[src/rtl/srm_pkg.sv]
package srm_pkg;
  localparam int WORD_W    = 32;
  localparam int MAX_WORDS = 4;
  localparam int DATA_W    = WORD_W * MAX_WORDS;

  typedef enum logic [2:0] {
    SZ_BYTE = 3'd0,
    SZ_HALF = 3'd1,
    SZ_WORD = 3'd2,
    SZ_DBL  = 3'd3,
    SZ_QUAD = 3'd4
  } size_code_e;

  // number of 32-bit write steps for a size code
  function automatic logic [2:0] words_for(input logic [2:0] code);
    logic [2:0] n;
    case (code)
      3'd0, 3'd1, 3'd2: n = 3'd1;
      3'd3:             n = 3'd2;
      default:          n = 3'd4;
    endcase
    return n;
  endfunction

  function automatic logic [WORD_W-1:0] mask_for(input logic [2:0] code);
    logic [WORD_W-1:0] m;
    case (code)
      SZ_BYTE: m = WORD_W'(32'h0000_00FF);
      SZ_HALF: m = WORD_W'(32'h0000_FFFF);
      default: m = '1;
    endcase
    return m;
  endfunction
endpackage

[src/rtl/srm_match.sv]
module srm_match #(
  parameter int N_ENTRIES = 8,
  parameter int ADDR_W    = 32,
  localparam int IDX_W    = (N_ENTRIES > 1) ? $clog2(N_ENTRIES) : 1
) (
  input  logic [N_ENTRIES-1:0]        ent_valid,
  input  logic [N_ENTRIES*ADDR_W-1:0] ent_addr,
  input  logic [ADDR_W-1:0]           probe_addr,
  output logic                        hit,
  output logic [IDX_W-1:0]            hit_idx
);
  logic [N_ENTRIES-1:0] eq;

  for (genvar g = 0; g < N_ENTRIES; g++) begin : g_cmp
    assign eq[g] = ent_valid[g] && (ent_addr[g*ADDR_W +: ADDR_W] == probe_addr);
  end

  // ascending scan: lowest index wins
  always_comb begin
    hit     = 1'b0;
    hit_idx = '0;
    for (int i = 0; i < N_ENTRIES; i++) begin
      if (!hit && eq[i]) begin
        hit     = 1'b1;
        hit_idx = IDX_W'(i);
      end
    end
  end
endmodule

[src/rtl/srm_lane.sv]
module srm_lane
  import srm_pkg::*;
(
  input  logic [DATA_W-1:0] data,
  input  logic [1:0]        step,
  input  logic [2:0]        size,
  output logic [WORD_W-1:0] word
);
  logic [WORD_W-1:0] raw;

  always_comb begin
    raw  = data[step*WORD_W +: WORD_W];
    word = raw & mask_for(size);
  end
endmodule

[src/rtl/srm_seq.sv]
module srm_seq
  import srm_pkg::*;
#(
  parameter int ADDR_W     = 32,
  parameter int RIDX_W     = 6,
  parameter int LINE_OFS_W = 5
) (
  input  logic              clk,
  input  logic              rst_n,
  input  logic              take,
  input  logic              hit,
  input  logic [ADDR_W-1:0] addr,
  input  logic [2:0]        size,
  input  logic [RIDX_W-1:0] src,
  input  logic              src_float,
  input  logic [RIDX_W-1:0] dst,
  input  logic              dst_float,
  input  logic [DATA_W-1:0] data,
  output logic              idle,
  output logic              inv_valid,
  output logic [ADDR_W-1:0] inv_addr,
  output logic              wr_valid,
  output logic              wr_float,
  output logic [RIDX_W-1:0] wr_dst,
  output logic [RIDX_W-1:0] wr_src,
  output logic              wr_src_float,
  output logic [WORD_W-1:0] wr_data,
  output logic              wr_last
);
  typedef enum logic {S_IDLE, S_FWD} state_e;

  state_e            state;
  logic              first_q;
  logic [1:0]        step_q;
  logic [2:0]        nw_q;
  logic [2:0]        size_q;
  logic [ADDR_W-1:0] addr_q;
  logic [RIDX_W-1:0] src_q;
  logic [RIDX_W-1:0] dst_q;
  logic              sf_q;
  logic              df_q;
  logic [DATA_W-1:0] data_q;
  logic              at_end;

  assign at_end = ({1'b0, step_q} == (nw_q - 3'd1));

  always_ff @(posedge clk) begin
    if (!rst_n) begin
      state   <= S_IDLE;
      first_q <= 1'b0;
      step_q  <= '0;
      nw_q    <= 3'd1;
      size_q  <= '0;
      addr_q  <= '0;
      src_q   <= '0;
      dst_q   <= '0;
      sf_q    <= 1'b0;
      df_q    <= 1'b0;
      data_q  <= '0;
    end else begin
      case (state)
        S_IDLE: begin
          if (take && hit) begin
            state   <= S_FWD;
            first_q <= 1'b1;
            step_q  <= '0;
            nw_q    <= words_for(size);
            size_q  <= size;
            addr_q  <= addr;
            src_q   <= src;
            dst_q   <= dst;
            sf_q    <= src_float;
            df_q    <= dst_float;
            data_q  <= data;
          end
        end
        default: begin
          first_q <= 1'b0;
          if (at_end) state  <= S_IDLE;
          else        step_q <= step_q + 2'd1;
        end
      endcase
    end
  end

  srm_lane u_lane (
    .data (data_q),
    .step (step_q),
    .size (size_q),
    .word (wr_data)
  );

  assign idle         = (state == S_IDLE);
  assign wr_valid     = (state == S_FWD);
  assign inv_valid    = wr_valid && first_q;
  assign inv_addr     = {addr_q[ADDR_W-1:LINE_OFS_W], {LINE_OFS_W{1'b0}}};
  assign wr_float     = df_q;
  assign wr_src_float = sf_q;
  assign wr_dst       = dst_q + RIDX_W'(step_q);
  assign wr_src       = src_q + RIDX_W'(step_q);
  assign wr_last      = wr_valid && at_end;
endmodule

[src/rtl/store_repair_fwd.sv]
module store_repair_fwd
  import srm_pkg::*;
#(
  parameter int N_ENTRIES  = 8,
  parameter int ADDR_W     = 32,
  parameter int RIDX_W     = 6,
  parameter int LINE_OFS_W = 5,
  localparam int IDX_W     = (N_ENTRIES > 1) ? $clog2(N_ENTRIES) : 1
) (
  input  logic                        clk,
  input  logic                        rst_n,
  input  logic                        st_valid,
  output logic                        st_ready,
  input  logic [ADDR_W-1:0]           st_addr,
  input  logic [2:0]                  st_size,
  input  logic [RIDX_W-1:0]           st_src,
  input  logic                        st_src_float,
  input  logic [DATA_W-1:0]           st_data,
  input  logic [N_ENTRIES-1:0]        tbl_valid,
  input  logic [N_ENTRIES*ADDR_W-1:0] tbl_addr,
  input  logic [N_ENTRIES*RIDX_W-1:0] tbl_dest,
  input  logic [N_ENTRIES-1:0]        tbl_float,
  output logic                        inv_valid,
  output logic [ADDR_W-1:0]           inv_addr,
  output logic                        wr_valid,
  output logic                        wr_float,
  output logic [RIDX_W-1:0]           wr_dst,
  output logic [RIDX_W-1:0]           wr_src,
  output logic                        wr_src_float,
  output logic [WORD_W-1:0]           wr_data,
  output logic                        wr_last
);
  logic             hit;
  logic [IDX_W-1:0] hit_idx;
  logic [RIDX_W-1:0] sel_dst;
  logic             sel_float;
  logic             take;
  logic             idle;

  srm_match #(.N_ENTRIES(N_ENTRIES), .ADDR_W(ADDR_W)) u_match (
    .ent_valid  (tbl_valid),
    .ent_addr   (tbl_addr),
    .probe_addr (st_addr),
    .hit        (hit),
    .hit_idx    (hit_idx)
  );

  assign sel_dst   = tbl_dest[hit_idx*RIDX_W +: RIDX_W];
  assign sel_float = tbl_float[hit_idx];
  assign st_ready  = idle;
  assign take      = st_valid && st_ready;

  srm_seq #(.ADDR_W(ADDR_W), .RIDX_W(RIDX_W), .LINE_OFS_W(LINE_OFS_W)) u_seq (
    .clk          (clk),
    .rst_n        (rst_n),
    .take         (take),
    .hit          (hit),
    .addr         (st_addr),
    .size         (st_size),
    .src          (st_src),
    .src_float    (st_src_float),
    .dst          (sel_dst),
    .dst_float    (sel_float),
    .data         (st_data),
    .idle         (idle),
    .inv_valid    (inv_valid),
    .inv_addr     (inv_addr),
    .wr_valid     (wr_valid),
    .wr_float     (wr_float),
    .wr_dst       (wr_dst),
    .wr_src       (wr_src),
    .wr_src_float (wr_src_float),
    .wr_data      (wr_data),
    .wr_last      (wr_last)
  );
endmodule

[config.mk]
export PLATFORM = sky130hd
export DESIGN_NAME = store_repair_fwd
export DESIGN_NICKNAME = d
export VERILOG_FILES = /design/src/rtl/srm_pkg.sv /design/src/rtl/srm_match.sv /design/src/rtl/srm_lane.sv /design/src/rtl/srm_seq.sv /design/src/rtl/store_repair_fwd.sv
export SDC_FILE = /design/constraint.sdc
export NUM_CORES = 1
export LEC_CHECK = 0
export BUFFER_PORTS_ARGS = -buffer_cell sky130_fd_sc_hd__buf_2
export CORE_AREA = 2 2 222 224
export DETAILED_ROUTE_END_ITERATION = 8
export DIE_AREA = 0 0 224 226
export PLACE_DENSITY_LB_ADDON = 0.12
export SYNTH_ARGS = -nofsm -noshare
export SYNTH_HDL_FRONTEND = slang
export SYNTH_SLANG_ARGS = --single-unit
export TNS_END_PERCENT = 30
[constraint.sdc]
create_clock -name clk -period 6.05 [get_ports clk]
set_input_delay 0.3025 -clock clk [delete_from_list [all_inputs] [get_ports clk]]
set_output_delay 0.3025 -clock clk [all_outputs]
set_load 0.01 [all_outputs]
* Yosys cells after proc, flatten, opt, wreduce, memory -nomap -nowiden
Index checks and enable logic that the tools add are counted.
** Cells by class
- Shift operators :: 2
- $add $sub $neg :: 4
- $mul :: 1
- Order comparisons :: 1
- Bitwise logic cells :: 3
- Mux-type cells :: 25
- Equal/unequal tests :: 14
- Reduce and logical (&&, ||, !) cells :: 33
** Operator list (count)
- equality test 32 bit :: 8
- variable part select 128 x 8 -> 32 bit :: 1
- case mux 32 bit (2 select lines) :: 1
- variable part select 48 x 7 -> 6 bit :: 1
- bitwise AND 32 bit :: 1
- logical AND 1 bit :: 19
- 2-to-1 mux 1 bit :: 13
- adder 6 x 2 -> 6 bit :: 2
- 2-to-1 mux 3 bit :: 4
- 2-to-1 mux 2 bit :: 5
- zero test 1 bit :: 7
- equality test 3 x 1 -> 1 bit (second input constant) :: 2
- equality test 3 x 2 -> 1 bit (second input constant) :: 2
- zero test 3 bit :: 2
- case mux 3 bit (2 select lines) :: 1
- multiplier 3 x 2 -> 5 bit (second input constant) :: 1
- < comparator 3 x 4 -> 1 bit (second input constant) :: 1
- AND reduction 2 bit :: 2
- binary-select mux 1 bit (select 3 bit) :: 1
- equality test 2 x 3 -> 1 bit :: 1
- OR reduction 3 bit :: 1
- subtractor 3 x 1 -> 3 bit (second input constant) :: 1
- adder 2 x 1 -> 2 bit (second input constant) :: 1
- != test 2 bit (second input constant) :: 1
- other kinds (3) :: 4
** Word-level totals
- Output and inout bits :: 82
- Bits in registers :: 184
- Logic and storage cells :: 94
- Input port bits :: 493

* Depth between registers and ports, before layout
Gate-level depths: netlist of run 1.
- Depth after elaboration :: 27
- Gate-level depth with buffers :: 12
- Depth with buffers taken out :: 9

* Hierarchy
From an unflattened synthesis of run 1, not the netlist that was laid out.
** Unflattened totals
- Cells, all modules :: 1312
- Area, all modules :: 11821.3 um^2
** Modules (own cells, without submodules)
- srm_seq :: instances 1, seq. area each 3583.4 um^2, cells each 826, area an instance 7124.3 um^2
- srm_match :: instances 1, seq. area each 0.0 um^2, cells each 394, area an instance 3203.1 um^2
- srm_lane :: instances 1, seq. area each 0.0 um^2, cells each 66, area an instance 1002.2 um^2
- store_repair_fwd :: instances 1, seq. area each 0.0 um^2, cells each 26, area an instance 491.7 um^2

* Least setup slack after synthesis of run 1
OpenSTA, ideal clock, no wires.
- Path type :: input to register
- From :: input st_addr[5]
- To :: register u_seq.dst_q[2]
- Buffers on the path :: 2
- Arrival time :: 2803 ps
- Stages :: 11
- Setup slack :: 3132 ps
- Path through :: buf_2 -> xor2_1 -> nor4_1 -> nand4_1 -> or4_1 -> and4bb_1 -> a22oi_4 -> buf_8 -> mux2_4 -> o32a_1 -> and3_1
** On the way
- Cells in the longest elaborated chain, start to end :: 26
** RTL lines
- start, declared :: line store_repair_fwd.sv:14 : input logic [ADDR_W-1:0] st_addr,
- equality test 32 bit :: line srm_match.sv:15 : assign eq[g] = ent_valid[g] && (ent_addr[g*ADDR_W +: ADDR_W] == probe_addr);
- logical AND 1 bit :: line srm_match.sv:15
- 2-to-1 mux 1 bit :: line srm_match.sv:23 : if (!hit && eq[i]) begin
- zero test 1 bit :: line srm_match.sv:23
- logical AND 1 bit :: line srm_match.sv:23
- 2-to-1 mux 1 bit :: line srm_match.sv:23
- zero test 1 bit :: line srm_match.sv:23
- logical AND 1 bit :: line srm_match.sv:23
- [10 not listed]
- zero test 1 bit :: line srm_match.sv:23
- logical AND 1 bit :: line srm_match.sv:23
- 2-to-1 mux 1 bit :: line srm_match.sv:23
- zero test 1 bit :: line srm_match.sv:23
- logical AND 1 bit :: line srm_match.sv:23
- 2-to-1 mux 3 bit or 2-to-1 mux 1 bit (tied branches) :: line srm_match.sv:23
- multiplier 3 x 2 -> 5 bit or logical AND 1 bit (tied branches) :: line store_repair_fwd.sv:48, srm_seq.sv:63
- variable part select 48 x 7 -> 6 bit or AND reduction 2 bit (tied branches)
- end signal, assigned :: line srm_seq.sv:71 : dst_q <= dst;
- end, declared :: line srm_seq.sv:39 : logic [RIDX_W-1:0] dst_q;
Parallel ways exist; a longest one is shown, timed or not.
A chain may end at the register's enable or synchronous reset.

* Worst setup path after layout of run 1
- From :: input st_addr[10]
- To :: register u_seq.data_q[92]
** On the way
- Cells in the longest elaborated chain, start to end :: 26
** RTL lines
- equality test 32 bit :: line srm_match.sv:15
- logical AND 1 bit :: line srm_match.sv:15
- 2-to-1 mux 1 bit :: line srm_match.sv:23
- zero test 1 bit :: line srm_match.sv:23
- logical AND 1 bit :: line srm_match.sv:23
- 2-to-1 mux 1 bit :: line srm_match.sv:23
- zero test 1 bit :: line srm_match.sv:23
- logical AND 1 bit :: line srm_match.sv:23
- [10 not listed]
- zero test 1 bit :: line srm_match.sv:23
- logical AND 1 bit :: line srm_match.sv:23
- 2-to-1 mux 1 bit :: line srm_match.sv:23
- zero test 1 bit :: line srm_match.sv:23
- logical AND 1 bit :: line srm_match.sv:23
- 2-to-1 mux 1 bit * :: line srm_match.sv:23
- logical AND 1 bit * :: line srm_seq.sv:63 : if (take && hit) begin
- AND reduction 2 bit (no line) *
- end signal, assigned :: line srm_seq.sv:74 : data_q <= data;
- end, declared :: line srm_seq.sv:42 : logic [DATA_W-1:0] data_q;
Every way passes the cells marked *; elsewhere a longest branch is shown, timed or not.

==> results of run 1 <==
-- cell families after synthesis --
kind of cell,count (synthesis),share of synthesized area (%)
AOI/OAI and AO/OA,212,9.87
DFF,179,30.4
adders and majority gates,7,0.871
buffers and inverters,116,5.64
other,1,0.0318
xor gates and xnor gates,267,19.8
and+or+nand+nor,602,24.5
muxes,60,8.84
-- layout by cell type (no fill, tap or decap), drive strengths merged, types with 9 or more instances in the layout --
| cell type | n |
|---|---|
| nor3 | 22 |
| nor2b | 26 |
| clkbuf | 19 |
| mux2i | 14 |
| xnor2 | 42 |
| inv | 23 |
| mux2 | 14 |
| mux4 | 32 |
| diode | 11 |
| a21oi | 182 |
| nor4 | 97 |
| and3 | 9 |
| o21ai | 12 |
| nand4 | 20 |
| nand3 | 17 |
| dfxtp | 179 |
| nand2 | 366 |
| buf | 579 |
| xor2 | 225 |
-- worst min-delay path, stage by stage --
cell,delay (ps)
buf_2,90
nand2_1,40
a21oi_1,50
-- cell usage after synthesis (all sizes together), types with 2 or more instances --
cell    number
dfxtp      179
mux2i       14
mux4        32
or3          4
nand4       20
nor4b        3
nor2b       26
o211ai       3
nand2      366
nor3        22
nand4b       8
nor2         8
clkbuf      36
nand3       17
and2         2
or3b         3
or4          8
o32a         7
inv         13
a21oi      182
mux2        14
xnor2       42
and3         9
and4b        2
nand2b       2
a2111o       2
o21ai       12
nor4        97
fa           2
xor2       225
ha           5
buf         67
-- final timing paths --
path              cells after the start           endpoint
hold reg to reg                       2  u_seq.data_q[119]
hold / removal                        3  u_seq.data_q[109]
setup reg to reg                      6    u_seq.step_q[1]
setup / recovery                     11   u_seq.data_q[92]
-- routing by layer --
| metal | vias to the layer above | GRT usage, % | wire length, um |
|---|---|---|---|
| met5 | - | 0 | 172 |
| li1 | 5978 | - | - |
| met2 | 560 | 42.1 | 31000 |
| met4 | 26 | 11.1 | 2550 |
| met1 | 6092 | 28.7 | 26100 |
| met3 | 138 | 6.31 | 4420 |
-- layout make-up --
class,count,share of cell area [%]
clock buffers,19,2.91
diodes,11,0.177
well taps,622,5.00
multi-input cells,1153,48.6
repair buffers,579,18.9
flip-flops and latches,179,23.0
inverters,13,0.346
clock inverters,13,1.12
-- registers in the layout, indices dropped and copies added, names as in the netlist --
| name | cells |
|---|---|
| u_seq.wr_valid | 1 |
| u_seq.wr_float | 1 |
| u_seq.data_q | 128 |
| u_seq.size_q | 3 |
| u_seq.nw_q | 3 |
| u_seq.addr_q | 27 |
| u_seq.wr_src_float | 1 |
| u_seq.dst_q | 6 |
| u_seq.step_q | 2 |
| u_seq.src_q | 6 |
| u_seq.first_q | 1 |
-- power groups by stage --
stage | Sequential (uW) | Clock (uW) | Combinational, uW
detailed placement | 1200 | 0 | 556
finish | 1180 | 1200 | 564
global route | 1180 | 1280 | 596
global placement | 1200 | 0 | 564
CTS | 1180 | 1250 | 561
floorplan | 1200 | 0 | 258
-- through the flow --
step                      setup WS (ps)  total power (uW)  instances  hold WS, ps
final                              2300              2940       2589         85.5
after global routing               2010              3060       2584         66.6
after CTS                          2220              2980       2578         44.7
after detailed placement           1720              1760       2546          440
after floorplan                    3130              1460       1448          391
after global placement             1740              1770       2546          435
==> impl_metrics.json, run 1 <==
{
  "startpoint_type": "primary input",
  "fin_crit_ps": 3750,
  "syn_area_per_cell_um2": 8.16,
  "tightest_slew_ps": 1150,
  "io_pins": 575,
  "run_status": "complete, no violations",
  "p_switching_uw": 891,
  "slew_viol_final": 0,
  "drc_errors": 0,
  "cellPowerDensity_mw_per_mm2": 189,
  "pwr-share-clk_pct": 40.8,
  "die_width_um": 224,
  "dieArea_mm2": 0.0506,
  "synth_edf_count": 0,
  "grt-ovfl-total": 0,
  "hold_class": "primary input to flop",
  "async_flop_share_pct": 0,
  "dpl.hpwl_um": 50500,
  "synthCells": 1444,
  "grt_max_degree": 123,
  "internal_power_uw": 2050,
  "portBuffers": 569,
  "place.gp.congestion": 0.932,
  "postCtsSetupBuffers": 0,
  "max_stage_delay_ps": 790,
  "cp_max_fo": 83,
  "vias_per_cell": 4.94,
  "drive_gt1_share_pct": 34.5,
  "worstReg2RegStart": "u_seq.step_q[0]",
  "via_count": 12800,
  "worstHoldStart": "st_data[109]",
  "finalCritPeriodShare_pct": 62.0,
  "avgRoutedWirePerCell_um": 24.8,
  "cts_tree": "built",
  "track_usage_pct": 24.5,
  "cp.required_ps": 6340,
  "setup_viol": 0,
  "cp_cell_sequence": "buf_2 > xor2_1 > nor4_1 > nand4_1 > nor4_1 > or2b_1 > or4_1 > nand2_4 > buf_4 > nand2_1 > a21oi_1",
  "end_kind": "flop",
  "n_fill_cell": 5321,
  "dpl-instance-area_mm2": 0.0149,
  "multi_input_comb_area_mm2": 0.00756,
  "yosys_warnings": 0,
  "routed_wl_um": 64200,
  "pwr-share-seq_pct": 40.0,
  "synth_area_mm2": 0.0118,
  "num_rows": 81,
  "initial_core_util_pct": 24.4,
  "cts-root-buf": "clkbuf_16",
  "cts_max_level": 4,
  "synthDistinctLibCells": 56,
  "seqCellArea_mm2": 0.00359,
  "path_buf_inv": 2,
  "insertion_delay_ps": 450,
  "grt_pass1_vias": 12800,
  "die_y_um": 226,
  "drtAntennaViolNets": 0,
  "rsz0062_at_grt": "false",
  "fmax_mhz": 267,
  "cts.sinks": 179,
  "drt-pass1-iter-count": 6,
  "synthToLayoutAreaGrowth_pct": 32.1,
  "core_area_mm2": 0.0483,
  "slew_headroom_pct": 22.4,
  "cts_made_buffers": 17,
  "ir_worst_vdd_mv": 0.190,
  "netlist.area_leader.share_pct": 30.4,
  "synth_top_area_cell": "dfxtp_1",
  "startpoint": "st_addr[10]",
  "yosys-top-cells-area": "dfxtp_1 (30%), xor2_1 (17%), nand2_1 (12%)",
  "cpLargestDelayFamily": "simple AND/OR/NAND/NOR gates",
  "worst_path_most_repeated_cell": "nor4_1",
  "grt_pass1_wl_um": 89300,
  "fin_util_pct": 32.2,
  "power_leakage_uw": 0.00641,
  "antenna_found_initial": 26,
  "p_comb_share_pct": 19.2,
  "ctsResizeCount": 0,
  "hold_viol_final": 0,
  "ys_ff_latch": 179,
  "cts_hold_buf": 0,
  "maxCapViolations": 0,
  "drt_iter0_drc": 841,
  "crit_slowest_cell": "nor4_1",
  "synth_seq_area_share_pct": 30.4,
  "worst_ep_arrival_time_ps": 4030,
  "fin_setup_tns_ps": 0,
  "final_nets": 2443,
  "fin_worst_skew_ps": 11.8,
  "switching_share_pct": 30.3,
  "ff2ff_setup_slack_ps": 3140,
  "critPathKind": "primary input to flop",
  "fin_area_mm2": 0.0156,
  "clk_pin_slew_worst_paths_ps": 80,
  "clockBufferDepth": 2,
  "ys.flop_type": "dfxtp_1"
}
Power figures use the tool's default switching activity.
==> run 2, diff against run 1 <==
--- a/config.mk
+++ b/config.mk
@@ -6,9 +6,9 @@
 export NUM_CORES = 1
 export LEC_CHECK = 0
 export BUFFER_PORTS_ARGS = -buffer_cell sky130_fd_sc_hd__buf_2
-export CORE_AREA = 2 2 222 224
+export CORE_AREA = 2 2 226 228
 export DETAILED_ROUTE_END_ITERATION = 8
-export DIE_AREA = 0 0 224 226
+export DIE_AREA = 0 0 228 230
 export PLACE_DENSITY_LB_ADDON = 0.12
 export SYNTH_ARGS = -nofsm -noshare
 export SYNTH_HDL_FRONTEND = slang
==> constraint.sdc (replaced) <==
create_clock -name clk -period 3.3 [get_ports clk]
set_input_delay 0.165 -clock clk [delete_from_list [all_inputs] [get_ports clk]]
set_output_delay 0.165 -clock clk [all_outputs]
set_load 0.01 [all_outputs]
==> run 2 against run 1 <==
  * Clock power rose by 78%
  * First-iteration DRC count rose by 12%
  * Clock-buffer cell count fell by 1
  * Power rose by 87%
  * Combinational power rose by 120%
  * Non-clock buffer count rose by 194
  * Critical endpoint is now u_seq.dst_q[1]
  * Largest power group is now sequential cells
==> impl_metrics.json, run 2 (synthesis gave the netlist of run 1 again) <==
{
  "io_pins": 575,
  "final_nets": 2637,
  "grt_max_degree": 89,
  "dpl.hpwl_um": 51800,
  "num_rows": 82,
  "dieArea_mm2": 0.0524,
  "final_cell_mix": "buf_2 (569), nand2_1 (365), xor2_1 (225), a21oi_1 (182), dfxtp_1 (177)",
  "finalCritPeriodShare_pct": 93.2,
  "clockBufferDepth": 2,
  "place.gp.congestion": 1.01,
  "initial_core_util_pct": 23.6,
  "crit_slowest_cell": "nor4_1",
  "grt_pass1_wl_um": 93200,
  "postCtsSetupBuffers": 0,
  "slew_viol_final": 0,
  "cts_made_buffers": 17,
  "ctsResizeCount": 0,
  "final_common_cell": "buf_2",
  "power_uw": 5500,
  "post-place-cells": 2651,
  "n_fill_cell": 5388,
  "die_y_um": 230,
  "power_leakage_uw": 0.00731,
  "cts_max_level": 4,
  "cts_tree": "built",
  "crit_path_end": "u_seq.dst_q[1]",
  "top_regs": "u_seq.data_q (128), u_seq.addr_q (27)",
  "synthToLayoutAreaGrowth_pct": 49.4,
  "cts-root-buf": "clkbuf_16",
  "rsz0062_at_grt": "false",
  "worstReg2RegStart": "u_seq.wr_valid",
  "cellPowerDensity_mw_per_mm2": 313,
  "ff2ff_setup_slack_ps": 1440,
  "worst_ep_arrival_time_ps": 3440,
  "drt-pass1-iter-count": 5,
  "vias_per_cell": 4.76,
  "core_area_mm2": 0.0499,
  "portBuffers": 569,
  "end_kind": "flop",
  "max_stage_delay_ps": 820,
  "drtAntennaViolNets": 0,
  "setup_viol": 0,
  "via_count": 13500,
  "clk_pin_slew_worst_paths_ps": 80,
  "tightest_slew_ps": 919,
  "avgRoutedWirePerCell_um": 23.1,
  "hold_class": "primary input to flop",
  "fmax_mhz": 325,
  "maxCapViolations": 0,
  "drive_gt1_share_pct": 34.0,
  "cp_cell_sequence": "buf_2 > xor2_1 > nor4_1 > nand4_1 > nor4_1 > buf_4 > nor2_1 > a21boi_2 > buf_12 > mux2_2 > o32a_1 > and3_1",
  "hold_viol_final": 0,
  "slew_headroom_pct": 38.2,
  "worst_path_most_repeated_cell": "nor4_1",
  "fin_crit_ps": 3080,
  "drt_iter0_drc": 940,
  "largest-register": "u_seq.data_q",
  "cp_max_fo": 12,
  "grt_pass1_vias": 13700,
  "fin_worst_skew_ps": 11.7,
  "antenna_found_initial": 11,
  "critPathKind": "primary input to flop",
  "ir_worst_vdd_mv": 0.362,
  "largest_reg_flops": 128,
  "cts.sinks": 179,
  "grt-ovfl-total": 0,
  "startpoint": "st_addr[14]",
  "drc_errors": 0,
  "die_width_um": 228,
  "cp.required_ps": 3660,
  "run_status": "complete, no violations",
  "fin_cells": 2831,
  "fin_setup_tns_ps": 0,
  "insertion_delay_ps": 460,
  "track_usage_pct": 24.1,
  "r2r_cells": 6,
  "reg2reg_to": "u_seq.data_q[37]",
  "startpoint_type": "primary input",
  "routed_wl_um": 65300
}
[run 2: power by group]
part | switching, uW | total [uW] | leakage [uW] | internal, uW
Sequential | 0.00000199 | 2160 | 0.00144 | 2160
Combinational | 674 | 1220 | 0.00557 | 542
Clock | 1020 | 2130 | 0.000300 | 1100
Total | 1700 | 5500 | 0.00731 | 3800
[run 2: layout make-up]
| class | instances | area, um2 | area share, % |
|---|---|---|---|
| antenna | 9 | 22.5 | 0.128 |
| clock buffer | 18 | 439 | 2.49 |
| clock inverter | 14 | 159 | 0.903 |
| inverter | 13 | 53.8 | 0.306 |
| multi-input combinational | 1153 | 7560 | 43.0 |
| sequential | 179 | 3590 | 20.4 |
| tap | 672 | 841 | 4.78 |
| timing repair buffer | 773 | 4940 | 28.1 |
[run 2: through the flow]
step                cell area, um2  util [%]  hold slack, ps  setup slack [ps]
floorplan                    11800         -             254               519
global placement             15600      31.3             411              -215
detailed placement           15600      31.3             413              -188
CTS                          17600      35.3            14.9               299
global route                 17600      35.3            46.2               231
finish                       17600      35.3            38.8               224
[run 2: critical path, delay by kind of cell]
family | cells | cell delay (ps)
and+or+nand+nor | 5 | 1530
xor gates and xnor gates | 1 | 160
buffers and inverters | 3 | 780
AOI/OAI and AO/OA | 2 | 460
muxes | 1 | 340
[run 2: layer usage]
layer | routed length [um] | vias to the layer above | track usage [%] | part of all wire (%)
met4 | 2340 | 2 | 9.29 | 3.6
li1 | - | 6365 | - | -
met1 | 26500 | 6436 | 28.7 | 41
met2 | 32300 | 571 | 42.6 | 49
met3 | 4090 | 101 | 4.71 | 6.3
met5 | 13 | - | 0 | 0.020
[run 2: what timing repair did]
item	in CTS	in global routing
hold buffers	139	0
hold endpoints to repair	141	0
setup endpoints to repair	0	0
[run 2: how the worst min path moves through the flow]
stage / start / endpoint / slack, ps / cells after the start
after detailed placement: st_data[85] / u_seq.data_q[85] / 410 / 3
after floorplan: rst_n / u_seq.nw_q[0] / 250 / 1
after global placement: st_data[102] / u_seq.data_q[102] / 410 / 3
after CTS: rst_n / u_seq.nw_q[0] / 10 / 2
final: rst_n / u_seq.nw_q[0] / 40 / 2
after global routing: rst_n / u_seq.nw_q[0] / 50 / 2
==> run 3, diff against run 2 <==
--- a/config.mk
+++ b/config.mk
@@ -10,6 +10,7 @@
 export DETAILED_ROUTE_END_ITERATION = 8
 export DIE_AREA = 0 0 228 230
 export PLACE_DENSITY_LB_ADDON = 0.12
+export REMOVE_ABC_BUFFERS = 1
 export SYNTH_ARGS = -nofsm -noshare
 export SYNTH_HDL_FRONTEND = slang
 export SYNTH_SLANG_ARGS = --single-unit
==> run 3 against run 2 <==
  * Final area barely moved
  * Clock-buffer cell count did not move
  * Die area did not move
  * Maximum frequency rose by 4.5%
  * Hold slack got worse by 7.0 ps
  * Power fell by 0.85%
  * Largest cell class unchanged
==> impl_metrics.json, run 3 (synthesis gave the netlist of run 1 again) <==
{
  "postCtsSetupBuffers": 0,
  "drt-pass1-iter-count": 5,
  "cpLargestDelayFamily": "simple AND/OR/NAND/NOR gates",
  "max_stage_delay_ps": 490,
  "grt_pass1_wl_um": 94500,
  "io_pins": 575,
  "cts_made_buffers": 17,
  "portBuffers": 569,
  "synthToLayoutAreaGrowth_pct": 49.4,
  "worst_ep_arrival_time_ps": 3330,
  "largest_reg_flops": 128,
  "dieArea_mm2": 0.0524,
  "power_leakage_uw": 0.00729,
  "vias_per_cell": 4.72,
  "hold_viol_final": 0,
  "grt_max_degree": 105,
  "drt_iter0_drc": 832,
  "hold_class": "primary input to flop",
  "fin_worst_skew_ps": 13.9,
  "path_depth": 12,
  "final_cell_mix": "buf_2 (569), nand2_1 (365), xor2_1 (225), a21oi_1 (182), dfxtp_1 (177)",
  "drtAntennaViolNets": 0,
  "worstHoldStart": "tbl_float[1]",
  "rsz0062_at_grt": "false",
  "dp_slack_ps": -252,
  "ir_worst_vdd_mv": 0.453,
  "setup_viol": 0,
  "crit_slowest_cell": "nor3_1",
  "cts-root-buf": "clkbuf_16",
  "n_fill_cell": 5406,
  "reg2reg_to": "u_seq.step_q[1]",
  "min_to": "u_seq.wr_float",
  "clockBufferDepth": 2,
  "final_nets": 2634,
  "tightest_slew_ps": 891,
  "core_area_mm2": 0.0499,
  "slew_headroom_pct": 40.3,
  "worstReg2RegStart": "u_seq.nw_q[0]",
  "fmax_mhz": 340,
  "num_rows": 82,
  "r2r_cells": 7,
  "dpl.hpwl_um": 52000,
  "final_common_cell": "buf_2",
  "cellPowerDensity_mw_per_mm2": 310,
  "cts_tree": "built",
  "routed_wl_um": 65900,
  "track_usage_pct": 24.6,
  "grt_pass1_vias": 13800,
  "insertion_delay_ps": 490,
  "finalCritPeriodShare_pct": 89.2,
  "place.gp.congestion": 0.972,
  "ff2ff_setup_slack_ps": 1390,
  "cp_max_fo": 9,
  "antenna_found_initial": 10,
  "clk_pin_slew_worst_paths_ps": 80,
  "largest-register": "u_seq.data_q",
  "startpoint_type": "primary input",
  "maxCapViolations": 0,
  "cp.required_ps": 3690,
  "cts_max_level": 4,
  "via_count": 13300,
  "initial_core_util_pct": 23.6,
  "fin_crit_ps": 2940,
  "grt-ovfl-total": 0,
  "cp_cell_sequence": "buf_2 > xnor2_1 > nand4_1 > or3b_2 > nor3_1 > buf_4 > o211ai_2 > a21boi_2 > buf_12 > mux2_2 > o32a_1 > and3_1",
  "cts.sinks": 179,
  "end_kind": "flop",
  "avgRoutedWirePerCell_um": 23.3,
  "run_status": "complete, no violations",
  "top_regs": "u_seq.data_q (128), u_seq.addr_q (27)",
  "path_buf_inv": 3,
  "fin_worst_hold_slack_ps": 31.8,
  "die_width_um": 228,
  "fin_ws_ps": 355,
  "slew_viol_final": 0,
  "die_y_um": 230,
  "drive_gt1_share_pct": 33.7,
  "hold_depth": 4,
  "drc_errors": 0,
  "critPathKind": "primary input to flop"
}
[run 3: changes by cell type in the layout (fill, tap and decap cells not counted), sizes merged]
| cell | before | now |
|---|---|---|
| bufinv | 1 | 0 |
| diode | 9 | 7 |
| dlygate4sd3 | 139 | 142 |
| inv | 23 | 22 |
| clkinvlp | 0 | 1 |
| buf | 634 | 628 |
[run 3: what timing repair did]
item,4_1_cts,5_1_grt
resized for setup,0,0
endpoints found under the hold margin,144,0
hold buffers,142,0
[run 3: worst min-delay path, delay by kind of cell]
kind	cells	cell delay, ps
AND/OR/NAND/NOR	2	200
buffers and inverters	1	80
multiplexers	1	60
[run 3: how the worst max path moves through the flow]
stage | startpoint | endpoint | slack (ps)
after floorplan | st_addr[9] | u_seq.dst_q[0] | -1840
after global placement | st_addr[19] | u_seq.dst_q[1] | -250
after detailed placement | st_addr[2] | u_seq.dst_q[1] | -250
after CTS | st_addr[2] | u_seq.dst_q[1] | 290
after global routing | st_addr[2] | u_seq.wr_float | 170
final | st_addr[5] | u_seq.wr_float | 360
[run 3: per-layer routing]
metal	vias up	global-route usage, %	wire length (um)
li1	6350	-	-
met1	6425	29.0	27100
met2	493	44.5	33500
met3	76	4.84	3490
met4	2	8.39	1870
met5	-	0	15
[run 3: layout make-up]
cell class | count | area (um2) | share of cell area (%)
Antenna cell | 7 | 17.5 | 0.0995
Clock buffer | 18 | 429 | 2.44
Clock inverter | 13 | 135 | 0.768
Inverter | 13 | 53.8 | 0.306
Multi-Input combinational cell | 1153 | 7560 | 43.0
Sequential cell | 179 | 3590 | 20.4
Tap cell | 672 | 841 | 4.78
Timing Repair Buffer | 770 | 4970 | 28.3
[run 3: where the power goes]
part	internal [uW]	switching [uW]	total (uW)
registers	2160	0.00000190	2160
clock network	1000	1060	2070
logic	547	683	1230
total	3710	1750	5450
[run 3: metrics by stage]
step | TNS [ps] | cell area [um2] | util (%) | std cells | total power, uW
detailed placement | -1580 | 15600 | 31.3 | 2645 | 3290
CTS | 0 | 17600 | 35.3 | 2818 | 5530
floorplan | -286860 | 11200 | - | 1345 | 2580
global placement | -1520 | 15600 | 31.3 | 2645 | 3310
finish | 0 | 17600 | 35.3 | 2825 | 5450
global route | 0 | 17600 | 35.3 | 2824 | 5690
